--- config.mk ---
export PLATFORM = sky130hd
export DESIGN_NAME = sop_macrocell
export DESIGN_NICKNAME = d
export VERILOG_FILES = /design/src/rtl/sop_pkg.sv /design/src/rtl/sop_pterm.sv /design/src/rtl/sop_mode_dec.sv /design/src/rtl/sop_sum_sel.sv /design/src/rtl/sop_out_reg.sv /design/src/rtl/sop_macrocell.sv
export SDC_FILE = /design/constraint.sdc
export NUM_CORES = 1
export LEC_CHECK = 0
export ABC_AREA = 1
export BUFFER_PORTS_ARGS = -buffer_cell sky130_fd_sc_hd__buf_4
export CORE_AREA = 4 4 109 111
export CTS_BUF_LIST = sky130_fd_sc_hd__clkbuf_4 sky130_fd_sc_hd__clkbuf_8 sky130_fd_sc_hd__clkbuf_16
export DETAILED_ROUTE_END_ITERATION = 12
export DIE_AREA = 0 0 113 115
export HOLD_SLACK_MARGIN = 0.06
export PLACE_DENSITY = 0.77
export REMOVE_ABC_BUFFERS = 1
export SYNTH_ARGS = -nofsm -noshare
export SYNTH_HDL_FRONTEND = slang
export SYNTH_SLANG_ARGS = --single-unit
--- constraint.sdc ---
create_clock -name clk -period 2.3 [get_ports clk]
set_input_delay 0.575 -clock clk [delete_from_list [all_inputs] [get_ports clk]]
set_output_delay 0.575 -clock clk [all_outputs]
set_load 0.03 [all_outputs]
--- src/rtl/sop_pkg.sv ---
// Shared types for the sum-of-products output slice.
// Assumes: the global mode encoding is fixed for the whole array.
package sop_pkg;

    typedef enum logic [1:0] {
        GM_RESERVED = 2'b00,
        GM_SIMPLE   = 2'b01,
        GM_REGBANK  = 2'b10,
        GM_COMPLEX  = 2'b11
    } gmode_e;

    typedef enum logic [1:0] {
        EN_NEVER  = 2'b00,
        EN_ALWAYS = 2'b01,
        EN_OE_PIN = 2'b10,
        EN_TERM0  = 2'b11
    } en_src_e;

    typedef struct packed {
        logic    reg_path;    // pin driven from the flop
        logic    pt0_enable;  // term 0 spent as enable, not summed
        en_src_e en_src;      // source of the tristate enable
    } slice_ctl_t;

endpackage

--- src/rtl/sop_pterm.sv ---
// One product term: AND of the literals its mask selects.
// Assumes: mask bit 2i picks input i true, bit 2i+1 picks it complemented.
// An empty mask yields 0, as does an erased array.
module sop_pterm #(
    parameter int NUM_IN = 16
) (
    input  logic [NUM_IN-1:0]   in_vec,
    input  logic [2*NUM_IN-1:0] mask,
    output logic                term
);
    localparam int NUM_LIT = 2 * NUM_IN;

    logic [NUM_LIT-1:0] lits;

    // Interleave true and complement literals for every input.
    for (genvar i = 0; i < NUM_IN; i++) begin : g_lit
        assign lits[2*i]   = in_vec[i];
        assign lits[2*i+1] = ~in_vec[i];
    end

    logic all_hit;
    logic any_sel;

    // Reduce the selected literals and detect an empty mask.
    always_comb begin
        all_hit = &(lits | ~mask);
        any_sel = |mask;
        term    = all_hit & any_sel;
    end

endmodule

--- src/rtl/sop_mode_dec.sv ---
// Decodes global mode and local bit into the macrocell steering controls.
// Assumes: the reserved global code leaves the output disabled.
module sop_mode_dec
    import sop_pkg::*;
(
    input  logic [1:0] gmode,
    input  logic       local_cfg,
    output slice_ctl_t ctl
);
    // Map each mode/local pair onto path, enable source and term-0 use.
    always_comb begin
        ctl = '{reg_path: 1'b0, pt0_enable: 1'b0, en_src: EN_NEVER};
        case (gmode_e'(gmode))
            GM_REGBANK: begin
                if (local_cfg) begin
                    ctl.reg_path = 1'b1;
                    ctl.en_src   = EN_OE_PIN;
                end else begin
                    ctl.pt0_enable = 1'b1;
                    ctl.en_src     = EN_TERM0;
                end
            end
            GM_SIMPLE: begin
                ctl.en_src = local_cfg ? EN_ALWAYS : EN_NEVER;
            end
            GM_COMPLEX: begin
                ctl.pt0_enable = 1'b1;
                ctl.en_src     = EN_TERM0;
            end
            default: begin
                ctl.en_src = EN_NEVER;
            end
        endcase
    end

endmodule

--- src/rtl/sop_sum_sel.sv ---
// Fixed OR of the product terms; term 0 is left out when it drives the enable.
// Assumes: NUM_TERMS is at least 2.
module sop_sum_sel #(
    parameter int NUM_TERMS = 8
) (
    input  logic [NUM_TERMS-1:0] terms,
    input  logic                 pt0_enable,
    output logic                 sum,
    output logic                 en_term
);
    logic upper_or;

    // OR the upper terms and fold in term 0 only when it is not the enable.
    always_comb begin
        upper_or = |terms[NUM_TERMS-1:1];
        sum      = upper_or | (terms[0] & ~pt0_enable);
        en_term  = terms[0];
    end

endmodule

--- src/rtl/sop_out_reg.sv ---
// Output flop with synchronous clear and test preload.
// Assumes: reset outranks preload, and preload outranks the array data.
module sop_out_reg (
    input  logic clk,
    input  logic rst_n,
    input  logic preload_en,
    input  logic preload_val,
    input  logic d,
    output logic q
);
    // Capture reset, preload or array data in that priority.
    always_ff @(posedge clk) begin
        if (!rst_n) begin
            q <= 1'b0;
        end else if (preload_en) begin
            q <= preload_val;
        end else begin
            q <= d;
        end
    end

endmodule

--- src/rtl/sop_macrocell.sv ---
// Top of one output slice: product terms, fixed OR, and the macrocell
// that chooses path, polarity, enable and feedback.
// Assumes: and_mask, gmode, local_cfg and pol_inv are static configuration.
module sop_macrocell
    import sop_pkg::*;
#(
    parameter int NUM_IN    = 16,
    parameter int NUM_TERMS = 8
) (
    input  logic                          clk,
    input  logic                          rst_n,
    input  logic [NUM_IN-1:0]             in_vec,
    input  logic [NUM_TERMS*2*NUM_IN-1:0] and_mask,
    input  logic [1:0]                    gmode,
    input  logic                          local_cfg,
    input  logic                          pol_inv,
    input  logic                          oe_n,
    input  logic                          preload_en,
    input  logic                          preload_val,
    input  logic                          pin_in,
    output logic                          pin_out,
    output logic                          pin_oe,
    output logic                          fb_out
);
    localparam int MASK_W = 2 * NUM_IN;

    logic [NUM_TERMS-1:0] term_vec;
    slice_ctl_t           ctl;
    logic                 sum_raw;
    logic                 term0;
    logic                 data_pol;
    logic                 q_r;

    for (genvar t = 0; t < NUM_TERMS; t++) begin : g_term
        sop_pterm #(.NUM_IN(NUM_IN)) u_pterm (
            .in_vec (in_vec),
            .mask   (and_mask[t*MASK_W +: MASK_W]),
            .term   (term_vec[t])
        );
    end

    sop_mode_dec u_dec (
        .gmode     (gmode),
        .local_cfg (local_cfg),
        .ctl       (ctl)
    );

    sop_sum_sel #(.NUM_TERMS(NUM_TERMS)) u_sum (
        .terms      (term_vec),
        .pt0_enable (ctl.pt0_enable),
        .sum        (sum_raw),
        .en_term    (term0)
    );

    // Apply the per-slice polarity.
    always_comb begin
        data_pol = sum_raw ^ pol_inv;
    end

    sop_out_reg u_reg (
        .clk         (clk),
        .rst_n       (rst_n),
        .preload_en  (preload_en),
        .preload_val (preload_val),
        .d           (data_pol),
        .q           (q_r)
    );

    // Select the pin value, its enable and the feedback to the array.
    always_comb begin
        pin_out = ctl.reg_path ? q_r : data_pol;
        case (ctl.en_src)
            EN_ALWAYS: pin_oe = 1'b1;
            EN_OE_PIN: pin_oe = ~oe_n;
            EN_TERM0:  pin_oe = term0;
            default:   pin_oe = 1'b0;
        endcase
        fb_out = ctl.reg_path ? q_r : (pin_oe ? pin_out : pin_in);
    end

endmodule

Word-level counts from Yosys, hierarchy flattened
Cells that the tools add are included.

word-level totals
  bits in registers = 1
  latch bits = 0
  bits in writable memories = 0
  memory bits (read-only) = 0
  input port bits = 282
  output and inout bits = 3
  word-level logic and storage cells = 81
  memories kept = 0

cells by class
  add/sub/neg operators = 0
  $mul = 0
  divide/modulo/power cells = 0
  magnitude comparators = 0
  eq/ne operators = 6
  shift-type cells = 0
  mux-type cells = 12
  bitwise operators = 45
  reductions and logical operators = 17

operator list
  cell                                                              count
  32-bit NOT                                                        8
  32-bit bitwise OR                                                 8
  32-bit AND reduction                                              8
  32-bit OR reduction                                               8
  1-bit NOT                                                         18
  1-bit AND                                                         9
  1-bit two-way mux                                                 9
  2-bit == test (second input constant)                             4
  7-bit OR reduction                                                1
  2-bit one-hot mux with 3 select lines                             1
  2-bit by 1-bit == test with 1-bit output (second input constant)  2
  1-bit one-hot mux with 3 select lines                             1
  1-bit one-hot mux with 2 select lines                             1
  1-bit bitwise OR                                                  1
  1-bit XOR                                                         1

Logic depth before layout (Yosys ltp)
  depth after elaboration = 10
  depth in mapped cells = 15
  depth with buffers taken out = 14

By module
A second synthesis with hierarchy kept.

second synthesis, totals
  cells, all modules = 892
  area total of the unflattened synthesis = 3454.6 um^2

modules (own cells, without submodules)
  module         times used  cells each  area each (um^2)  seq. area each (um^2)
  sop_pterm      8           106         404.1             0.0
  sop_macrocell  1           21          103.8             0.0
  sop_sum_sel    1           9           43.8              0.0
  sop_out_reg    1           6           41.3              20.0
  sop_mode_dec   1           8           32.5              0.0

Least setup slack after synthesis
Ideal clock, no wire load.

  path type = input -> output
  from = in in_vec[9]
  to = out fb_out
  data arrival time = 1.901 ns
  required time = 1.725 ns
  setup slack = -0.176 ns
  stages = 13
  buffers on the path = 1
  path through = buf_6 -> or2_0 -> o21ai_1 -> nand3_1 -> nor2_1 -> nand3_1 -> nand2_1 -> nand2_1 -> o21ai_2 -> nor2_2 -> nor2_2 -> nand2_1 -> nand2_1

on the way
  elaborated cells on any way between the ends = 33
  classes of those cells = mux (4); bitwise (20); reduce/logical (9)

RTL lines
  element                                    RTL line             RTL
  start: declaration                         sop_macrocell.sv:12  input logic [NUM_IN-1:0] in_vec,
  1-bit NOT                                  sop_pterm.sv:18      assign lits[2*i+1] = ~in_vec[i];
  32-bit bitwise OR (*)                      sop_pterm.sv:26      all_hit = &(lits | ~mask);
  32-bit AND reduction (*)                   sop_pterm.sv:26
  1-bit AND (*)                              sop_pterm.sv:28      term = all_hit & any_sel;
  1-bit one-hot mux with 3 select lines (*)  sop_macrocell.sv:72  case (ctl.en_src)
  named net pin_oe                           sop_macrocell.sv:22  output logic pin_oe,
  1-bit two-way mux (*) (2 in series)        sop_macrocell.sv:78  fb_out = ctl.reg_path ? q_r : (pin_oe ? pin_out : pin_in);
  end: declaration                           sop_macrocell.sv:23  output logic fb_out

Mark *: on every way through the listed nets, which the timed path passes. The rest lies on a longest branch.

Worst setup path in the final report
  from = in in_vec[12]
  to = out pin_out

on the way
  cells in the longest elaborated chain, start to end = 8
  elaborated cells on any way between the ends = 30
  classes of those cells = mux (1); bitwise (20); reduce/logical (9)

RTL lines
  element                                                 RTL line                              RTL
  1-bit NOT                                               sop_pterm.sv:18
  32-bit bitwise OR                                       sop_pterm.sv:26
  32-bit AND reduction                                    sop_pterm.sv:26
  1-bit AND                                               sop_pterm.sv:28
  7-bit OR reduction / 1-bit AND (equally long branches)  sop_sum_sel.sv:15, sop_sum_sel.sv:16
  1-bit bitwise OR (*)                                    sop_sum_sel.sv:16                     sum = upper_or | (terms[0] & ~pt0_enable);
  1-bit XOR (*)                                           sop_macrocell.sv:57                   data_pol = sum_raw ^ pol_inv;
  1-bit two-way mux (*)                                   sop_macrocell.sv:71                   pin_out = ctl.reg_path ? q_r : data_pol;
  end: declaration                                        sop_macrocell.sv:21                   output logic pin_out,

Mark *: on every way between the ends. The rest lies on a longest branch, timed or not.

==> qor.csv <==
stage,metric,value,unit
die,Site Rows,38,
clock_tree,"Reg clk slew, reported paths",0,ns
placed_design,HPWL Detailed,16100,µm
routing,DRT Pass-1 Iters,5,
yosys,Synth area leaders,"nand2_1, nor2_1, nand4_1",
yosys,compound-gate portion of the synthesized area,3.31,%
power,leakage power,3.42,nW
placed_design,placer congestion estimate,0.931,
timing,setup violators final,3,
timing,final hold violation count,0,
yosys,Simple-Gate Fraction of Synth Area,86.3,%
yosys,post-synthesis mux area share,0,%
timing,Max Fclk,0.383,GHz
yosys,Post-Synth Adder-Cell Area,0,%
job,Max-Cap Viols,0,
yosys,Post-Synthesis Cells,768,
routing,Via density,4.75,
die,die width,113,µm
final_layout,Top reg by flops,u_reg.q,
yosys,largest family of logic cells by synthesized area,simple AND/OR/NAND/NOR gates,
final_layout,synthesis-to-layout area growth,89.1,%
timing,relative slew slack,80.3,%
die,Die Span Y,115,µm
final_layout,fillcell total,1145,
global_routing,GRT overflow,0,
setup_path,Most Frequent Cell on Critical Path,nand2_1,
setup_path,Setup CP Type,in2out,
timing,final worst slack,-0.309,ns
yosys,#FFs+latches synth,1,
yosys,YS warnings,0,
die,Initial Util,29.1,%
run_status,status,"complete, but fails checks",
routing,routed vias,5771,
routing,drt total wl,18500,µm
yosys,"Avg Cell Area, Syn",4.08,µm²
power,pwr dens,172,nW/µm²
die,I/O pin total,285,
routing,drt wl/cell,15.2,µm
yosys,most common cell in the netlist,nand2_1,
setup_path,crit-path max cell delay,0.17,ns
final_layout,largest registers,u_reg.q x1,
final_layout,post-layout util,54.9,%
yosys,synth unique cells,22,
setup_path,Crit path buffers/inverters,3,
final_layout,Antenna Cells,0,
yosys,largest area contributor in the netlist,nand2_1,
final_layout,NumNets Final,1359,
global_routing,initial antenna violation count,0,
setup_path,worst path arrival time,2.03,ns
yosys,Post-synth top cells,"nand2_1, nor2_1, inv_1, nand4_1, inv_2",
setup_path,crit-path cells,buf_4 -> buf_4 -> nand2_1 -> nand2_1 -> nor2_1 -> nand2_1 -> nor2_2 -> nand3_1 -> nand2_1 -> nor2_2 -> nand3_2 -> nand2_2 -> nand2_1 -> nand2_1 -> nand2_1 -> buf_6,
setup_path,Worst EP required,1.73,ns
final_layout,max reg flops,1,
timing,RSZ-0062 raised after global routing,yes,
timing,minimum clock period,2.61,ns
setup_path,CP top delay family,simple AND/OR/NAND/NOR gates,
die,CORE AREA,10800,µm²
yosys,post-synthesis cell area,3140,µm²
placed_design,Buffers on Ports,284,
clock_tree,# hold bufs at CTS,0,
routing,Final ANT Viol Nets,0,
setup_path,crit-path max FO,6,
final_layout,ratio of cells with drive above 1 in the final layout,36.1,%
timing,measured slew at the worst slew-check pin,0.294,ns
yosys,post-synthesis async set-or-reset flop share,0,%
routing,DRC Markers,0,
min_path,Hold Startpoint,preload_en,
yosys,Post-Synth XOR/XNOR Area,0,%
timing,"Slew Viols, Final",0,
power,Tot Pwr,1.02,mW
yosys,register area share after synthesis,0.638,%
setup_path,startpoint types,input port,
timing,Tcrit/Tclk final,113,%
global_routing,total track usage,26.7,%
run_status,violated checks,negative setup slack,
global_routing,first-pass GRT wire length,27700,µm
yosys,Post-synth EDFFs,0,
setup_path,crit path capture type,primary output,
power,VDD IR max,0.0931,mV
global_routing,largest net degree at the start of global routing,17,
global_routing,vias in the first global route,5650,
yosys,ys flop type,dfxtp_1,
setup_path,crit path from,in_vec[12],
setup_path,slowest CP cell,nor2_2,
yosys,Yosys top cell area share,49.9,%
routing,DRT iter0 DRCs,451,
min_path,Hold Crit Class,in2reg,
die,die area,13000,µm²
worst paths after layout:
| path | slack, ns | cells after the start | end |
|---|---|---|---|
| min | 0.86 | 4 | u_reg.q |
| max | -0.31 | 16 | pin_out |
logic make-up after synthesis:
family | Yosys count
AND/OR/NAND/NOR | 688
buffers and inverters | 62
AO/OA/AOI/OAI | 17
flip-flops | 1
metrics by stage:
| step | hold slack (ns) | std cells | setup TNS (ns) | cell area [µm²] | setup WS, ns |
|---|---|---|---|---|---|
| after CTS | 0.864 | 1216 | -0.738 | 5830 | -0.274 |
| after detailed placement | 0.861 | 1212 | -0.921 | 5580 | -0.381 |
| after global placement | 0.862 | 1212 | -0.879 | 5580 | -0.374 |
| final | 0.864 | 1215 | -0.754 | 5930 | -0.309 |
| after floorplan | 0.759 | 752 | -0.0778 | 3000 | -0.0778 |
| after global routing | 0.892 | 1215 | -1.10 | 5930 | -0.437 |
cells in the final DEF (no fill, tap or decap), types with 3 or more instances in the layout:
| master | n |
|---|---|
| nand2_1 | 414 |
| buf_4 | 289 |
| nor2_1 | 187 |
| nand4_1 | 31 |
| nor2_2 | 31 |
| buf_6 | 31 |
| inv_1 | 27 |
| inv_4 | 14 |
| nand3_1 | 8 |
| o21ai_0 | 6 |
| o21ai_1 | 5 |
| nor2_4 | 4 |
| inv_2 | 4 |
| nand2_2 | 3 |
metal layers:
| metal | routed length [µm] | GRT usage, % |
|---|---|---|
| met1 | 6900 | 31.2 |
| met2 | 9330 | 50.2 |
| met3 | 1690 | 4.05 |
| met4 | 575 | 7.45 |
| met5 | 0 | 0 |
worst min-delay path, cell delays in order:
cell and delay, ns:
buf_4 0.08, nand3b_1 0.09, nand2_1 0.04, inv_1 0.04
area by class of cell:
cell class	count	area, µm²	area share [%]
Multi-Input combinational cell	705	2940	49.6
Timing Repair Buffer	323	2580	43.5
Inverter	46	213	3.59
Tap cell	140	175	2.95
Sequential cell	1	20.0	0.338
power breakdown:
part	internal (mW)	switching (mW)
registers	0.0189	0.000244
clock network	0	0
logic	0.534	0.464
what timing repair did:
item | in CTS | in global routing
setup buffers | 4 | 2
gates cloned | 0 | 1
pin swaps | 24 | 22
setup endpoints to repair | 3 | 4
gates resized for setup | 76 | 26
Note: power is estimated with default switching activity, not from simulation.
